File: config.mk
export PLATFORM = sky130hd
export DESIGN_NAME = bfu_top
export DESIGN_NICKNAME = d
export VERILOG_FILES = /design/src/rtl/bfu_pkg.sv /design/src/rtl/bfu_ctrl.sv /design/src/rtl/bfu_datapath.sv /design/src/rtl/bfu_top.sv
export SDC_FILE = /design/constraint.sdc
export NUM_CORES = 1
export LEC_CHECK = 0
export ABC_AREA = 1
export BUFFER_PORTS_ARGS = -buffer_cell sky130_fd_sc_hd__buf_4
export CAP_MARGIN = 20
export CORE_MARGIN = 1.5
export CORE_UTILIZATION = 50
export DETAILED_ROUTE_END_ITERATION = 10
export PLACE_DENSITY = 0.83
export REMOVE_ABC_BUFFERS = 1
export SLEW_MARGIN = 30
export SYNTH_ARGS = -nofsm -noshare
export SYNTH_HDL_FRONTEND = slang
export SYNTH_HIERARCHICAL = 1
export SYNTH_SLANG_ARGS = --single-unit
File: constraint.sdc
create_clock -name clk -period 3.9 [get_ports clk]
set_input_delay 0.195 -clock clk [delete_from_list [all_inputs] [get_ports clk]]
set_output_delay 0.195 -clock clk [all_outputs]
set_load 0.01 [all_outputs]
File: src/rtl/bfu_pkg.sv
package bfu_pkg;

  localparam int FLAG_C = 0;
  localparam int FLAG_Z = 1;
  localparam int FLAG_N = 2;

  localparam logic [7:0] OP_BR_FLAG   = 8'h80;
  localparam logic [7:0] OP_BR_NFLAG  = 8'h81;
  localparam logic [7:0] OP_BR_BIT    = 8'h82;
  localparam logic [7:0] OP_BR_NBIT   = 8'h83;
  localparam logic [7:0] OP_BR_ZDEC   = 8'h84;
  localparam logic [7:0] OP_BR_NZDEC  = 8'h85;
  localparam logic [7:0] OP_BR_EQ     = 8'h86;
  localparam logic [7:0] OP_BR_NE     = 8'h87;
  localparam logic [7:0] OP_BR_GT     = 8'h88;
  localparam logic [7:0] OP_BR_GE     = 8'h89;
  localparam logic [7:0] OP_JMP_LOCAL = 8'hC0;
  localparam logic [7:0] OP_JMP_GLOB  = 8'hC1;
  localparam logic [7:0] OP_SET_FLAG  = 8'hE0;
  localparam logic [7:0] OP_CLR_FLAG  = 8'hE1;
  localparam logic [7:0] OP_SET_TBIT  = 8'hE2;
  localparam logic [7:0] OP_CLR_TBIT  = 8'hE3;

  typedef enum logic [2:0] {
    COND_NONE, COND_ALWAYS, COND_FLAG, COND_TBIT,
    COND_ZERO, COND_EQ, COND_GT, COND_GE
  } cond_e;

  typedef struct packed {
    logic       isBranch;
    cond_e      cond;
    logic       invert;
    logic       globalTgt;
    logic [1:0] insnLen;
    logic       countDown;
    logic       cznUpdate;
    logic       cznFromDec;
    logic       bitWrite;
    logic       bitToTest;
    logic       bitValue;
  } ctrl_t;

endpackage

File: src/rtl/bfu_ctrl.sv
module bfu_ctrl
  import bfu_pkg::*;
(
  input  logic       opValid,
  input  logic [7:0] opcode,
  output ctrl_t      ctrl
);

  always_comb begin
    ctrl = '0;
    if (opValid) begin
      ctrl.insnLen = 2'd1;
      unique case (opcode)
        OP_BR_FLAG, OP_BR_NFLAG: begin
          ctrl.isBranch = 1'b1; ctrl.insnLen = 2'd2;
          ctrl.cond = COND_FLAG; ctrl.invert = opcode[0];
        end
        OP_BR_BIT, OP_BR_NBIT: begin
          ctrl.isBranch = 1'b1; ctrl.insnLen = 2'd2;
          ctrl.cond = COND_TBIT; ctrl.invert = opcode[0];
        end
        OP_BR_ZDEC, OP_BR_NZDEC: begin
          ctrl.isBranch = 1'b1; ctrl.insnLen = 2'd2;
          ctrl.cond = COND_ZERO; ctrl.invert = opcode[0];
          ctrl.countDown = 1'b1;
          ctrl.cznUpdate = 1'b1; ctrl.cznFromDec = 1'b1;
        end
        OP_BR_EQ, OP_BR_NE: begin
          ctrl.isBranch = 1'b1; ctrl.insnLen = 2'd2;
          ctrl.cond = COND_EQ; ctrl.invert = opcode[0];
          ctrl.cznUpdate = 1'b1;
        end
        OP_BR_GT: begin
          ctrl.isBranch = 1'b1; ctrl.insnLen = 2'd2;
          ctrl.cond = COND_GT; ctrl.cznUpdate = 1'b1;
        end
        OP_BR_GE: begin
          ctrl.isBranch = 1'b1; ctrl.insnLen = 2'd2;
          ctrl.cond = COND_GE; ctrl.cznUpdate = 1'b1;
        end
        OP_JMP_LOCAL: begin
          ctrl.isBranch = 1'b1; ctrl.insnLen = 2'd2;
          ctrl.cond = COND_ALWAYS;
        end
        OP_JMP_GLOB: begin
          ctrl.isBranch = 1'b1; ctrl.insnLen = 2'd3;
          ctrl.cond = COND_ALWAYS; ctrl.globalTgt = 1'b1;
        end
        OP_SET_FLAG, OP_CLR_FLAG, OP_SET_TBIT, OP_CLR_TBIT: begin
          ctrl.bitWrite  = 1'b1;
          ctrl.bitToTest = opcode[1];
          ctrl.bitValue  = ~opcode[0];
        end
        default: ;
      endcase
    end
  end

endmodule

File: src/rtl/bfu_datapath.sv
module bfu_datapath
  import bfu_pkg::*;
#(
  parameter int DATA_W = 16,
  parameter int PC_W   = 24,
  localparam int SEL_W = $clog2(DATA_W),
  localparam int HI_W  = PC_W - DATA_W
)(
  input  logic              clk,
  input  logic              rstN,
  input  ctrl_t             ctrl,
  input  logic [SEL_W-1:0]  sel,
  input  logic [DATA_W-1:0] regA,
  input  logic [DATA_W-1:0] regB,
  input  logic [DATA_W-1:0] target,
  input  logic [HI_W-1:0]   targetHigh,
  input  logic [PC_W-1:0]   pcIn,
  output logic              taken,
  output logic [PC_W-1:0]   pcNext,
  output logic              decWrite,
  output logic [DATA_W-1:0] decValue,
  output logic [DATA_W-1:0] flagReg,
  output logic [DATA_W-1:0] testReg
);

  // One bit-replace path, used by both registers alike.
  function automatic logic [DATA_W-1:0] applyBit(
    input logic [DATA_W-1:0] cur, input logic en,
    input logic [SEL_W-1:0] idx, input logic val);
    logic [DATA_W-1:0] res;
    res = cur;
    if (en) res[idx] = val;
    return res;
  endfunction

  logic [DATA_W:0]   diffAB;
  logic              borrowAB, eqAB, condRaw;
  logic              cznC, cznZ, cznN;
  logic [DATA_W-1:0] flagBase, flagNext, testNext;

  assign diffAB   = {1'b0, regA} - {1'b0, regB};
  assign borrowAB = diffAB[DATA_W];
  assign eqAB     = (diffAB[DATA_W-1:0] == '0);
  assign decValue = regA - DATA_W'(1);

  always_comb begin
    unique case (ctrl.cond)
      COND_NONE:   condRaw = 1'b0;
      COND_ALWAYS: condRaw = 1'b1;
      COND_FLAG:   condRaw = flagReg[sel];
      COND_TBIT:   condRaw = testReg[sel];
      COND_ZERO:   condRaw = (regA == '0);
      COND_EQ:     condRaw = eqAB;
      COND_GT:     condRaw = !borrowAB && !eqAB;
      COND_GE:     condRaw = !borrowAB;
    endcase
  end

  assign taken    = ctrl.isBranch & (condRaw ^ ctrl.invert);
  assign decWrite = ctrl.countDown & ~taken;

  always_comb begin
    if (taken)
      pcNext = ctrl.globalTgt ? {targetHigh, target} : {pcIn[PC_W-1:DATA_W], target};
    else
      pcNext = pcIn + PC_W'(ctrl.insnLen);
  end

  assign cznC = ctrl.cznFromDec ? (regA == '0)             : borrowAB;
  assign cznZ = ctrl.cznFromDec ? (decValue == '0)         : eqAB;
  assign cznN = ctrl.cznFromDec ? decValue[DATA_W-1]       : diffAB[DATA_W-1];

  always_comb begin
    flagBase = flagReg;
    if (ctrl.cznUpdate) begin
      flagBase[FLAG_C] = cznC;
      flagBase[FLAG_Z] = cznZ;
      flagBase[FLAG_N] = cznN;
    end
  end

  assign flagNext = applyBit(flagBase, ctrl.bitWrite & ~ctrl.bitToTest, sel, ctrl.bitValue);
  assign testNext = applyBit(testReg,  ctrl.bitWrite &  ctrl.bitToTest, sel, ctrl.bitValue);

  always_ff @(posedge clk) begin
    if (!rstN) begin
      flagReg <= '0;
      testReg <= '0;
    end else begin
      flagReg <= flagNext;
      testReg <= testNext;
    end
  end

  assert_flag_bit_write_R2: assert property (@(posedge clk) disable iff (!rstN)
    (ctrl.bitWrite && !ctrl.bitToTest) |=> flagReg[$past(sel)] == $past(ctrl.bitValue));

  assert_test_hold_R3: assert property (@(posedge clk) disable iff (!rstN)
    !(ctrl.bitWrite && ctrl.bitToTest) |=> $stable(testReg));

  assert_cmp_borrow_R7: assert property (@(posedge clk) disable iff (!rstN)
    (ctrl.cznUpdate && !ctrl.cznFromDec) |=> flagReg[FLAG_C] == ($past(regA) < $past(regB)));

  assert_sector_kept_R8: assert property (@(posedge clk) disable iff (!rstN)
    (taken && !ctrl.globalTgt) |-> pcNext[PC_W-1:DATA_W] == pcIn[PC_W-1:DATA_W]);

  assert_flags_idle_R10: assert property (@(posedge clk) disable iff (!rstN)
    (!ctrl.bitWrite && !ctrl.cznUpdate) |=> $stable(flagReg));

  assert_dec_untaken_R5: assert property (@(posedge clk) disable iff (!rstN)
    decWrite |-> (ctrl.cond == COND_ZERO) && ((regA == '0) == ctrl.invert));

endmodule

File: src/rtl/bfu_top.sv
module bfu_top
  import bfu_pkg::*;
#(
  parameter int DATA_W = 16,
  parameter int PC_W   = 24,
  localparam int SEL_W = $clog2(DATA_W),
  localparam int HI_W  = PC_W - DATA_W
)(
  input  logic              clk,
  input  logic              rstN,
  input  logic              opValid,
  input  logic [7:0]        opcode,
  input  logic [SEL_W-1:0]  sel,
  input  logic [DATA_W-1:0] regA,
  input  logic [DATA_W-1:0] regB,
  input  logic [DATA_W-1:0] target,
  input  logic [HI_W-1:0]   targetHigh,
  input  logic [PC_W-1:0]   pcIn,
  output logic              taken,
  output logic [PC_W-1:0]   pcNext,
  output logic              decWrite,
  output logic [DATA_W-1:0] decValue,
  output logic [DATA_W-1:0] flags,
  output logic [DATA_W-1:0] testBits
);

  ctrl_t ctrl;

  bfu_ctrl ctrl_i (
    .opValid (opValid),
    .opcode  (opcode),
    .ctrl    (ctrl)
  );

  bfu_datapath #(.DATA_W(DATA_W), .PC_W(PC_W)) dp_i (
    .clk        (clk),
    .rstN       (rstN),
    .ctrl       (ctrl),
    .sel        (sel),
    .regA       (regA),
    .regB       (regB),
    .target     (target),
    .targetHigh (targetHigh),
    .pcIn       (pcIn),
    .taken      (taken),
    .pcNext     (pcNext),
    .decWrite   (decWrite),
    .decValue   (decValue),
    .flagReg    (flags),
    .testReg    (testBits)
  );

endmodule

-- Yosys cells after proc, flatten, opt, wreduce, memory -nomap -nowiden
Cells that the tools add are included.
- input port bits: 95
- bits in registers: 32
- logic and storage cells: 80
- output and inout bits: 74
- bitwise gates (word level): 8
- equal/unequal tests: 23
- multiplexer cells: 24
- add/sub/neg operators: 3
- reductions and logical operators: 17
- $lt $le $gt $ge: 2
- operator list (cell ; count):
    $eq A8 B8 Y1 const B ; 16
    $logic_not A16 Y1 ; 3
    $mux W24 ; 2
    $bwmux W16 ; 2
    $pmux W4 S7 ; 1
    $add A24 B2 Y24 ; 1
    $sub A16 B16 Y17 ; 1
    $sub A16 B1 Y16 const B ; 1
    $mux W14 ; 1
    $eq A3 B3 Y1 const B ; 4
    $reduce_or A11 Y1 ; 1
    $mux W1 ; 10
    $reduce_or A2 Y1 ; 5
    $mux W3 ; 3
    $bmux W1 S4 ; 2
    $pmux W1 S8 ; 1
    $reduce_or A8 Y1 ; 1
    $eq A3 B2 Y1 const B ; 2
    $reduce_or A6 Y1 ; 1
    $lt A4 B5 Y1 const B ; 1
    $and A1 B1 Y1 ; 4
    $demux W1 S4 ; 1
    $ge A4 B1 Y1 const B ; 1
    $pmux W2 S2 ; 1
    other kinds (7) ; 11

-- Longest topological paths before layout
- depth after elaboration: 10
- mapped depth: 23
- gate-level depth less buffers: 23

-- By module
Netlist, hierarchy kept.
- by module, submodules not included (module ; cells an instance ; seq. area each (µm²) ; area an instance (µm²) ; instances):
    bfu_datapath ; 744 ; 640.6 ; 4207.8 ; 1
    bfu_ctrl ; 51 ; 0.0 ; 277.8 ; 1

-- Worst setup path before layout
Ideal clock, no wire load.
- path type: in2out
- start point: in opcode[6]
- end point: out pcNext[20]
- arrival time: 2.671 ns
- required time: 3.705 ns
- cell stages on the path: 21
- setup slack: 1.034 ns
- cell sequence: inv_2 > nand2_2 > nor2_8 > nand2_1 > nand2_1 > nor2_2 > nor2_1 > inv_1 > fa_1 > nor2_2 > nand2_1 > nor2_1 > nand3_1 > nor2_2 > nand3_2 > nor2_2 > nand3_2 > nor4_2 > xor2_1 > nand2_1 > nand2_1
- RTL lines (element ; RTL line ; text):
    start, declared ; bfu_top.sv:12 ; input logic [7:0] opcode,
    end, declared ; bfu_top.sv:20 ; output logic [PC_W-1:0] pcNext,

==> results.md <==
- Total wire length: 13490 um
- Req. time, crit path: 3.70 ns
- Residual DRC count: 0
- Post-synth top flop: dfxtp_1
- Htree depth: 2
- Fin nets: around 1100
- Worst Path Buf+Inv: 4
- Max stage delay cell, worst path: fa_1
- CTS tree: built
- Synth area leader: nand2_1
- Port buffer count: between 150 and 200
- Gpl congestion: approximately 0.96
- Synth top area share: 0.1908
- Crit start category: input pin
- Crit-path most repeated cell: nor2_2
- Synth area leaders: nand2_1 19%, dfxtp_1 14%, inv_1 11%
- PD cells: 174.2 nW/um^2
- Layout area overhead: 31.66%
- Worst hold path class: in -> reg
- Largest net degree at the start of global routing: 33
- Row Count: 34
- Worst endpoint data arrival time: 3.13 ns
- # IOs: between 150 and 200
- Syn Area/Cell: 5.642 sq um
- Mapped Cells: 795
- RSZ-0062 raised after global routing: no
- First-pass DRT Iterations: 5
- Number of inserted diodes: 0
- Max transition margin: 0.5681
- Inserted Clock Buffers: 5
- Number of synthesized flops with an enable pin: 0
- F_max: roughly 0.30 GHz
- Clock latency at the later pin of the worst-skew pair: 0.29 ns
- Period utilisation layout: 0.8531
- Ys async rst share: 0
- Global route overflow: 0
- Endpoints failing setup: 0
- Core box area: between 8000 and 9000 sq um
- Status: finished, final reports clean
- Syn Std Cell Area: 4486 sq um
- Layout cells sized above 1: 0.2395
- Synthesis-stage register bit count: 32
- Drt initial violations: 387
- Routed met2 length: 6298 um
- Post-synth cell types: 41
- FILL cells: 803
- Chip width: 97.72 um
- Hold-fix buffers, CTS: 0
- Vias: 5436
- Dpl hpwl: approximately 11000 um
- Post-CTS setup buffer count: 0
- Initial antenna violation count: 0
- Fin Clk Skew: 0 ns
- Seq/Total Area, Yosys: 0.1428
- Worst slew pin tran: 0.6472 ns
- First-pass GRT wire length: between 20000 and 25000 um
- Max-slew violations: 0
- Hold Fails Final Rpt: 0
- Setup TNS: 0 ns
- Vias in the first global route: 4884
- Count leader, synth: nand2_1
- Worst path cell trace: buf_4 -> inv_2 -> nand2_2 -> nor2_8 -> nand3_4 -> nand2_2 -> nor2_2 -> nor2_1 -> inv_1 -> fa_1 -> nor2_2 -> nand2_1 -> nor2_1 -> nand3_1 -> nor2_2 -> nand3_2 -> nor2_2 -> nand3_2 -> nor4_2 -> xor2_1 -> nand2_1 -> nand2_1 -> buf_4
- P_leak: 3.088 nW
- Synth top cells by count: 228 x nand2_1, 129 x inv_1, 65 x nor2_1, 63 x nand3_1, 42 x a21oi_1
- Die outline height: between 90 and 100 um
- CTS-repair resized insts: 0
- Clock Sinks: 32
- CP Capture Type: output port
- Synth Warn #: 6
- Overall routing resource usage: 0.2765
- Starting density of the core: 0.5143
- CP peak stage delay: 0.44 ns
- DIE AREA: 9548 sq um
- CP top delay family: simple AND/OR/NAND/NOR gates
- Post-DRT Antenna Nets: 0
- Reg2reg setup slack: 3.09 ns
- WL/cell: about 13 um
- Worst VDD drop: 0.1897 mV
- Worst-path clk slew: around 0.060 ns
- Max Cap Viol: 0
- Total power: 1.029 mW
- Critical path fanouts, max: 6
- Vias/cell: 5.109
- Final Core Density: 0.6772
- Crit path time final: 3.327 ns
- Clock buffer depth: 2
- Met1 WL: approximately 6100 um
- Max layer used: met4
- CTS root buf: clkbuf_8
- WL met3: 915 um
- Setup CP Type: in -> out
[cells in the final DEF (no fill, tap or decap), drive strengths merged]
| cell type | n |
|---|---|
| mux2 | 2 |
| nor2 | 77 |
| dfxtp | 32 |
| nand2 | 239 |
| ha | 20 |
| o21ai | 42 |
| nand3 | 70 |
| nand4 | 40 |
| clkinv | 3 |
| a22oi | 6 |
| or2 | 1 |
| fa | 2 |
| nor4 | 3 |
| and2 | 2 |
| clkbuf | 6 |
| o2111ai | 1 |
| nor3 | 11 |
| xor2 | 27 |
| xnor2 | 9 |
| a21oi | 43 |
| buf | 174 |
| a31oi | 3 |
| nand3b | 1 |
| o22ai | 3 |
| inv | 138 |
| o21bai | 1 |
[area by class of cell]
cell class	count	area [sq um]	area share
Clock inverter	2	10.01	0.001695
Timing Repair Buffer	174	1306	0.2212
Inverter	139	521.8	0.08835
Sequential cell	32	640.6	0.1085
Tap cell	108	135.1	0.02288
Clock buffer	6	82.58	0.01398
Multi-Input combinational cell	603	3209	0.5434
[metrics by stage]
| stage | hold WS [ns] | cells | cell area [sq um] | worst slack [ns] |
|---|---|---|---|---|
| finish | 0.2720 | 1064 | 5906 | 0.5730 |
| global route | 0.2670 | 1064 | 5906 | 0.2467 |
| CTS | 0.2595 | 1064 | 5906 | 0.5384 |
| detailed placement | 0.4541 | 1056 | 5813 | 0.5484 |
| global placement | 0.4548 | 1056 | 5813 | 0.6251 |
| floorplan | 0.3333 | 774 | 4372 | 1.024 |
[kinds of logic (layout without fill, tap and decap cells)]
kind of cell / Yosys count / after routing / synth area share
AOI/OAI and AO/OA: 99 / 99 / 0.1177
xor gates and xnor gates: 36 / 36 / 0.07029
adders and majority gates: 22 / 22 / 0.06471
buffers and inverters: 160 / 321 / 0.1417
DFF: 32 / 32 / 0.1428
muxes: 2 / 2 / 0.005021
and+or+nand+nor: 444 / 444 / 0.4577
[registers in the layout (all words and copies together) (netlist names)]
| signal | count |
|---|---|
| dp_i/flagReg | 16 |
| dp_i/testReg | 16 |
[routing by layer]
layer  vias to the layer above  track usage
met5                         -            0
met3                        12      0.03453
met1                      2361       0.3691
li1                       2861            -
met4                         0      0.06703
met2                       202       0.4744
[path summary, 6_finish.rpt]
| kind | startpoint | endpoint | cells past startpoint |
|---|---|---|---|
| min reg2reg | dp_i/testReg[4] | dp_i/testReg[4] | 2 |
| min | rstN | dp_i/testReg[9] | 3 |
| max | opcode[6] | pcNext[20] | 23 |
| max reg2reg | dp_i/flagReg[1] | dp_i/flagReg[1] | 4 |
[power by group]
| group | total [mW] | leakage (nW) | internal, mW | switching, mW |
|---|---|---|---|---|
| Combinational | 0.432 | 2.78 | 0.188 | 0.245 |
| Clock | 0.269 | 0.0510 | 0.141 | 0.129 |
| Sequential | 0.327 | 0.258 | 0.327 | 0.000244 |
| Total | 1.03 | 3.09 | 0.655 | 0.374 |
[worst register-to-register path, stage by stage (launching register included)]
cell and delay [ns]:
dfxtp_1 0.35, inv_1 0.06, o21ai_0 0.16, inv_1 0.05
a21oi_1 0.12
No activity file was read; power rests on OpenSTA's default activity.
